[config.mk]
export PLATFORM = sky130hd
export DESIGN_NAME = led_serial_loader
export DESIGN_NICKNAME = d
export VERILOG_FILES = /design/src/rtl/led_loader_pkg.sv /design/src/rtl/sync_bank.sv /design/src/rtl/gs_word_store.sv /design/src/rtl/led_serial_loader.sv
export SDC_FILE = /design/constraint.sdc
export NUM_CORES = 1
export LEC_CHECK = 0
export BUFFER_PORTS_ARGS = -buffer_cell sky130_fd_sc_hd__buf_2
export CAP_MARGIN = 20
export CORE_UTILIZATION = 55
export CTS_BUF_LIST = sky130_fd_sc_hd__clkbuf_4 sky130_fd_sc_hd__clkbuf_8
export CTS_CLUSTER_DIAMETER = 50
export DETAILED_ROUTE_END_ITERATION = 8
export HOLD_SLACK_MARGIN = 0.03
export PLACE_DENSITY = 0.71
export SYNTH_ARGS = -nofsm -noshare
export SYNTH_HDL_FRONTEND = slang
export SYNTH_HIERARCHICAL = 1
export SYNTH_SLANG_ARGS = --single-unit
export TNS_END_PERCENT = 30
[constraint.sdc]
create_clock -name clk -period 2.85 [get_ports clk]
set_clock_uncertainty 0.2 [all_clocks]
set_input_delay 0.4275 -clock clk [delete_from_list [all_inputs] [get_ports clk]]
set_output_delay 0.4275 -clock clk [all_outputs]
set_load 0.05 [all_outputs]
[src/rtl/led_loader_pkg.sv]
package led_loader_pkg;

    // One action state per detected event; ST_IDLE when nothing happened.
    typedef enum logic [1:0] {
        ST_IDLE    = 2'd0,
        ST_SHIFT   = 2'd1,
        ST_LOAD_GS = 2'd2,
        ST_LOAD_FC = 2'd3
    } loader_state_t;

endpackage

[src/rtl/sync_bank.sv]
module sync_bank #(
    parameter int W      = 4,
    parameter int STAGES = 2
) (
    input  logic         clk,
    input  logic         rst_n,
    input  logic [W-1:0] din,
    output logic [W-1:0] dout
);

    logic [W-1:0] stage_q [STAGES];

    always_ff @(posedge clk or negedge rst_n) begin
        if (!rst_n) begin
            for (int s = 0; s < STAGES; s++) stage_q[s] <= '0;
        end else begin
            stage_q[0] <= din;
            for (int s = 1; s < STAGES; s++) stage_q[s] <= stage_q[s-1];
        end
    end

    assign dout = stage_q[STAGES-1];

endmodule

[src/rtl/gs_word_store.sv]
module gs_word_store #(
    parameter int CHANNELS = 48,
    parameter int WORD_W   = 16,
    parameter int ADDR_W   = $clog2(CHANNELS)
) (
    input  logic              clk,
    input  logic              rst_n,
    input  logic              wr_en,
    input  logic [WORD_W-1:0] wr_data,
    input  logic [ADDR_W-1:0] rd_addr,
    output logic [WORD_W-1:0] rd_data,
    output logic [ADDR_W-1:0] wr_ptr
);

    localparam logic [ADDR_W-1:0] LAST = ADDR_W'(CHANNELS - 1);

    logic [WORD_W-1:0] mem [CHANNELS];

    always_ff @(posedge clk or negedge rst_n) begin
        if (!rst_n) begin
            for (int c = 0; c < CHANNELS; c++) mem[c] <= '0;
            wr_ptr <= '0;
        end else if (wr_en) begin
            for (int c = 0; c < CHANNELS; c++)
                if (wr_ptr == ADDR_W'(c)) mem[c] <= wr_data;
            wr_ptr <= (wr_ptr == LAST) ? '0 : wr_ptr + 1'b1;
        end
    end

    always_comb begin
        rd_data = '0;
        if (rd_addr <= LAST) rd_data = mem[rd_addr];
    end

endmodule

[src/rtl/led_serial_loader.sv]
module led_serial_loader
    import led_loader_pkg::*;
#(
    parameter int SR_W        = 48,
    parameter int CHANNELS    = 48,
    parameter int GS_W        = 16,
    parameter int SYNC_STAGES = 2,
    parameter int ADDR_W      = $clog2(CHANNELS)
) (
    input  logic              clk,
    input  logic              rst_n,
    input  logic              sclk_in,
    input  logic              sin_in,
    input  logic              lat_in,
    input  logic              dest_fc,
    output logic              sout,
    output logic [SR_W-1:0]   fc_word,
    input  logic [ADDR_W-1:0] gs_rd_addr,
    output logic [GS_W-1:0]   gs_rd_data
);

    localparam int B_SCLK = 0;
    localparam int B_SIN  = 1;
    localparam int B_LAT  = 2;
    localparam int B_SEL  = 3;

    // Synchronised control lines and edge detection
    logic [3:0] raw_in, lvl;
    logic       sclk_prev, lat_prev;
    logic       sclk_rise, lat_fall;

    assign raw_in = {dest_fc, lat_in, sin_in, sclk_in};

    sync_bank #(.W(4), .STAGES(SYNC_STAGES)) u_sync (
        .clk  (clk),
        .rst_n(rst_n),
        .din  (raw_in),
        .dout (lvl)
    );

    always_ff @(posedge clk or negedge rst_n) begin
        if (!rst_n) begin
            sclk_prev <= 1'b0;
            lat_prev  <= 1'b0;
        end else begin
            sclk_prev <= lvl[B_SCLK];
            lat_prev  <= lvl[B_LAT];
        end
    end

    assign sclk_rise = lvl[B_SCLK] & ~sclk_prev;
    assign lat_fall  = ~lvl[B_LAT] & lat_prev;

    // State machine
    loader_state_t state, state_nxt;
    logic          shift_en, gs_we, fc_we;

    always_ff @(posedge clk or negedge rst_n) begin
        if (!rst_n) state <= ST_IDLE;
        else        state <= state_nxt;
    end

    always_comb begin
        state_nxt = ST_IDLE;
        unique case (state)
            ST_IDLE, ST_SHIFT, ST_LOAD_GS, ST_LOAD_FC: begin
                if (lat_fall)
                    state_nxt = lvl[B_SEL] ? ST_LOAD_FC : ST_LOAD_GS;
                else if (sclk_rise)
                    state_nxt = ST_SHIFT;
            end
        endcase
    end

    always_comb begin
        shift_en = 1'b0;
        gs_we    = 1'b0;
        fc_we    = 1'b0;
        unique case (state)
            ST_IDLE:    ;
            ST_SHIFT:   shift_en = 1'b1;
            ST_LOAD_GS: gs_we    = 1'b1;
            ST_LOAD_FC: fc_we    = 1'b1;
        endcase
    end

    // Datapath: common shift register and function-control latch
    logic [SR_W-1:0] shreg;
    logic            bit_hold;

    always_ff @(posedge clk or negedge rst_n) begin
        if (!rst_n) begin
            shreg    <= '0;
            bit_hold <= 1'b0;
            fc_word  <= '0;
        end else begin
            if (sclk_rise) bit_hold <= lvl[B_SIN];
            if (shift_en)  shreg    <= {shreg[SR_W-2:0], bit_hold};
            if (fc_we)     fc_word  <= shreg;
        end
    end

    assign sout = shreg[SR_W-1];

    // Grayscale word store
    logic [ADDR_W-1:0] wr_ptr;

    gs_word_store #(.CHANNELS(CHANNELS), .WORD_W(GS_W), .ADDR_W(ADDR_W)) u_gs (
        .clk    (clk),
        .rst_n  (rst_n),
        .wr_en  (gs_we),
        .wr_data(shreg[GS_W-1:0]),
        .rd_addr(gs_rd_addr),
        .rd_data(gs_rd_data),
        .wr_ptr (wr_ptr)
    );

endmodule

Word level (Yosys, flattened, before mapping)
Index checks and enable logic that the tools add are counted.
W data, S select, Z words.
- RAM bits: 0
- bits of input ports: 12
- memories: 0
- register bits: 883
- latch bits: 0
- bits in read-only memories: 0
- div/mod/pow operators: 0
- reduce and logical (&&, ||, !) cells: 51
- equal/unequal tests: 50
- $add $sub $neg: 1
- bitwise gates (word level): 5
- mux-type cells: 12
- shifts and indexed selects: 0
- $lt $le $gt $ge: 2
- multipliers: 0
- operator list (kind ; count):
    $bmux W16 S6 ; 1
    $eq A6 B5 Y1 const B ; 16
    $eq A6 B6 Y1 const B ; 16
    $reduce_and A2 Y1 ; 48
    $eq A6 B4 Y1 const B ; 8
    $mux W16 ; 3
    $eq A6 B3 Y1 const B ; 4
    $eq A6 B2 Y1 const B ; 2
    $ge A7 B7 Y1 const B ; 1
    $not A6 Y7 ; 1
    $add A6 B1 Y6 const B ; 1
    $eq A6 B1 Y1 const B ; 1
    $le A6 B6 Y1 const B ; 1
    $logic_not A6 Y1 ; 1
    $mux W6 ; 1
    $mux W1 ; 5
    $eq A2 B2 Y1 const B ; 2
    $mux W2 ; 2
    $reduce_or A4 Y1 ; 1
    $and A1 B1 Y1 ; 2
    $eq A2 B1 Y1 const B ; 1
    $logic_not A2 Y1 ; 1
    $not A1 Y1 ; 2

Logic depth before layout (Yosys ltp)
- depth in word-level cells: 5
- gate-level depth with buffers: 10
- depth with buffers taken out: 5

Modules after synthesis
Netlist, hierarchy kept.
- by module, submodules not included (module ; times used ; area each (sq um) ; cells each):
    gs_word_store ; 1 ; 35681.7 ; 2327
    led_serial_loader ; 1 ; 3746.1 ; 214
    sync_bank ; 1 ; 230.2 ; 12

Least setup slack after synthesis
No wires, ideal clock.
- path type: in2out
- start point: input port gs_rd_addr[0]
- end point: output port gs_rd_data[14]
- data arrival time: 2412 ps
- cell stages on the path: 10
- slack: -189 ps
- buffers on the path: 5
- path through: buf_2 buf_6 buf_4 buf_4 buf_4 mux2i_1 nand2_1 nand4_1 o311a_1 o22ai_1
- word-level cells in the longest chain between the ends: 5
- elaborated cells on any way between the ends: 6
- classes of those cells: 1 x order compare; 4 x mux; 1 x bitwise
- ends and longest elaborated chain (what ; RTL line ; RTL):
    from (decl) ; led_serial_loader.sv:18 ; input logic [ADDR_W-1:0] gs_rd_addr,
    $not A6 Y7 (implied by the code) ; gs_word_store.sv:32 ; if (rd_addr <= LAST) rd_data = mem[rd_addr];
    $bmux W16 S6 ; gs_word_store.sv:32 ;
    $mux W16 (implied by the code) (2 in a row) ; gs_word_store.sv:32 ;
    $mux W16 (*) ; gs_word_store.sv:32 ;
    to (decl) ; led_serial_loader.sv:19 ; output logic [GS_W-1:0] gs_rd_data
Mark *: on every way between the ends. The rest lies on a longest branch, timed or not. The select of a mux whose other input is x is not followed.

Worst setup path after layout
- start point: register u_gs/mem[762] in the netlist's numbering
- end point: output port gs_rd_data[10]
- word-level cells in the longest chain between the ends: 4
- ends and longest elaborated chain (what ; RTL line ; RTL):
    from (decl) ; gs_word_store.sv:17 ; logic [WORD_W-1:0] mem [CHANNELS];
    from (signal, indexed assignment) ; gs_word_store.sv:25 ; if (wr_ptr == ADDR_W'(c)) mem[c] <= wr_data;
    $bmux W16 S6 ; gs_word_store.sv:32 ;
    $mux W16 (implied by the code) (2 in a row) ; gs_word_store.sv:32 ;
    $mux W16 ; gs_word_store.sv:32 ;
No other way between the ends. The select of a mux whose other input is x is not followed.

==> reports/summary.txt <==
layout cell share with drive strength beyond 1: 0.577
Port Buffers: 76
failing checks: negative setup slack
gr usage total: 0.278
Sw Share: 0.295
core area: 71400 um2
GRT overflow: 0
Synth Area in Simple Gates: 0.0206
CP endpoint kind: output pin
CP max stage cell: mux4_2
VDD IR max: 507 uV
WL met1: 42.6 mm
Placed Instances: 3538
synthesized instance count: 2553
CP peak stage delay: 0.52 ns
Final Hold Fails: 0
metal2 WL: 48.2 mm
Wirelength per Cell: 25.8 um
outcome: finished with violations
cell area after layout: 46300 um2
drt pass-1 iters: 5
Routed Antenna Nets: 0
Leakage: 22.6 nW
clk buf depth: 3
fin crit share: 1.16
Initial Util: 0.556
vias in the first global route: 25429
largest family of logic cells by synthesized area: multiplexers
I/O pins: 77
syn avg cell area: 15.5 um2
CP Class: reg -> out
Die W: 271 um
multi-input logic area: 16700 um2
clock sink total: 883
Clk pwr share: 0.383
drt initial violations: 1562
Max-Cap Viols: 0
Die Y-Extent: 271 um
largest net degree at the start of global routing: 87
post-route non-filler standard cell count: 3816
Slew HR: 0.244
syn_nets: 2569
row count: 98
Int Pwr: 22.4 mW
TritonCTS Buffers: 150
WL met3: 5.07 mm
combinational share of power: 0.128
Synth Area in Adders: 0.00126
DRC: 0
post-synthesis compound-gate area fraction: 0.0189
worst endpoint required time: 2.22 ns
nets@finish: 2764
placed instance area: 42500 um2
mux cell area share after synthesis: 0.370
Post-Syn Area: 39700 um2
Fillers: 5064
sequential fraction of the synthesis area: 0.557
Final Wtd Congestion: 0.839
clock root buffer master: clkbuf_8
Max Used Layer: met5
Synth Area in XOR/XNOR: 0.000442
die area: 73200 um2
worst-margin pin slew: 1.13 ns
initial antenna violation count: 2
Tmin final: 3.31 ns
crit path cell chain: mux4_2, nor2_4, a21oi_2, a221oi_2, buf_4, o22ai_2, buf_6
global-route wire length before repair: 154 mm
DP HPWL: 61.8 mm
CTS tree: done
Final Setup Violations: 16
WP data arrival: 2.68 ns
fmax: 302 MHz
Cell variety after synth: 40
vias: 22989
ranking of synthesized cells by area: dfrtp_1 (56%), mux2_2 (24%), mux4_2 (9.1%), mux2i_1 (2.9%), clkbuf_1 (1.2%)
CP startpoint kind: flip-flop
hold crit path type: in -> reg
Critical Path Fanout Max: 2
RSZ-0062 raised after global routing: yes
YS warnings: 6
via-per-instance ratio: 6.02
Clock Pin Slew Worst Setup and Hold Paths: 0.06 ns
Final Max Slew Viols: 0
pre-CTS setup slack: -0.457 ns
FF+latch count, synth: 883
flip-flop and latch area: 22100 um2
WL final: 98.5 mm
Power Dens Cells: 685 nW/um2
depth of the CTS H-tree: 4
post-synth top area cell: dfrtp_1
post-synth top area share: 0.557
final worst slack: -0.456 ns
worst skew pair latency: 0.81 ns
Sw Pwr: 9.36 mW
Syn-to-layout area delta: 16.8%
Sequential Power Share: 0.488
critical path: cells and delay by family (launching register included):
| family | cells | cell delay, ns |
|---|---|---|
| muxes | 1 | 0.52 |
| AOI/OAI and AO/OA | 3 | 0.44 |
| and+or+nand+nor | 1 | 0.14 |
| DFF | 1 | 0.39 |
| buffers and inverters | 2 | 0.37 |
cell usage in the layout (no fill, tap or decap), drive strengths merged, types with 5 or more instances in the layout:
cell	instances
clkinvlp	5
clkbuf	239
a221oi	16
nand3	13
nor2b	9
inv	24
dlygate4sd3	7
nor2	55
o22ai	16
clkinv	17
o311a	16
a22oi	16
nand2	47
mux2	882
nand4	18
buf	271
dfrtp	883
a21oi	32
mux4	160
mux2i	113
timing repair:
action / CTS / global route
buffers inserted: 3 / 1
pin swaps: 18 / 8
hold buffers: 7 / 0
setup endpoints to repair: 16 / 16
hold endpoints to repair: 617 / 0
gates resized for setup: 78 / 8
cells in the mapped netlist, drive strengths merged:
library cell and n:
o311a 16, o22ai 16, ha 4, nand3 13, xnor2 1, o211ai 1
xor2 1, nor3b 1, buf 108, a22oi 16, nand3b 2, dfrtp 883
a21o 1, or3b 1, a221oi 16, nand2b 2, inv 17, nor2b 9
mux2 882, clkbuf 127, mux2i 113, or2 1, nand4 18, clkinv 1
a22o 1, nor2 55, mux4 160, and3b 2, a21oi 32, and2 2
nand2 47, o21ai 4
per-layer routing:
layer,GRT usage,up-vias
met4,0.0955,2
li1,-,9801
met1,0.383,12454
met5,0,-
met2,0.448,572
met3,0.0521,160
worst paths after layout:
kind / from / endpoint / slack (ns) / cells past startpoint
max reg2reg: state[1] / u_gs/mem[672] / 0.33 / 7
max: u_gs/mem[762] / gs_rd_data[10] / -0.46 / 7
max in group asynchronous: rst_n / shreg[1] / 0.29 / 4
min in group asynchronous: rst_n / u_gs/mem[723] / 0.59 / 3
min reg2reg: u_sync/stage_q[6] / u_sync/dout[2] / 0.16 / 0
min: sin_in / u_sync/stage_q[5] / 0.09 / 2
layout make-up:
class | instances | area share
tap | 950 | 0.0257
antenna | 1 | 0.0000540
clock buffer | 239 | 0.0656
timing repair buffer | 278 | 0.0643
multi-input combinational | 1417 | 0.360
inverter | 18 | 0.00146
sequential | 883 | 0.477
clock inverter | 30 | 0.00600
power groups by stage:
stage	combinational (mW)	clock [mW]	sequential (mW)
floorplan	3.04	0	14.5
global route	4.32	13.0	15.7
global placement	3.68	0	15.6
CTS	3.94	12.4	15.5
finish	4.07	12.2	15.5
detailed placement	3.81	0	15.8
through the flow:
step                      TNS (ns)   util  hold slack (ns)  power, mW
final                        -6.50  0.649           0.0879       31.7
after global routing         -7.89  0.649           0.0883       33.0
after CTS                    -7.35  0.648           0.0385       31.9
after detailed placement     -5.59  0.596            0.136       19.6
after global placement       -5.15  0.596            0.136       19.3
after floorplan              -2.07      -          -0.0681       17.5
sequential cells by signal, summed over array words and instances, names as in the netlist:
| signal | count |
|---|---|
| bit_hold | 1 |
| state | 2 |
| sclk_prev | 1 |
| lat_prev | 1 |
| u_gs/mem | 768 |
| u_sync/dout | 4 |
| u_sync/stage_q | 4 |
| fc_word | 48 |
| u_gs/wr_ptr | 6 |
| shreg | 48 |
cell families after synthesis:
kind of cell | after synthesis
and+or+nand+nor | 153
buffers and inverters | 253
adders and majority gates | 4
xor gates and xnor gates | 2
AOI/OAI and AO/OA | 103
muxes | 1155
DFF | 883
No activity file was read; power rests on OpenSTA's default activity.
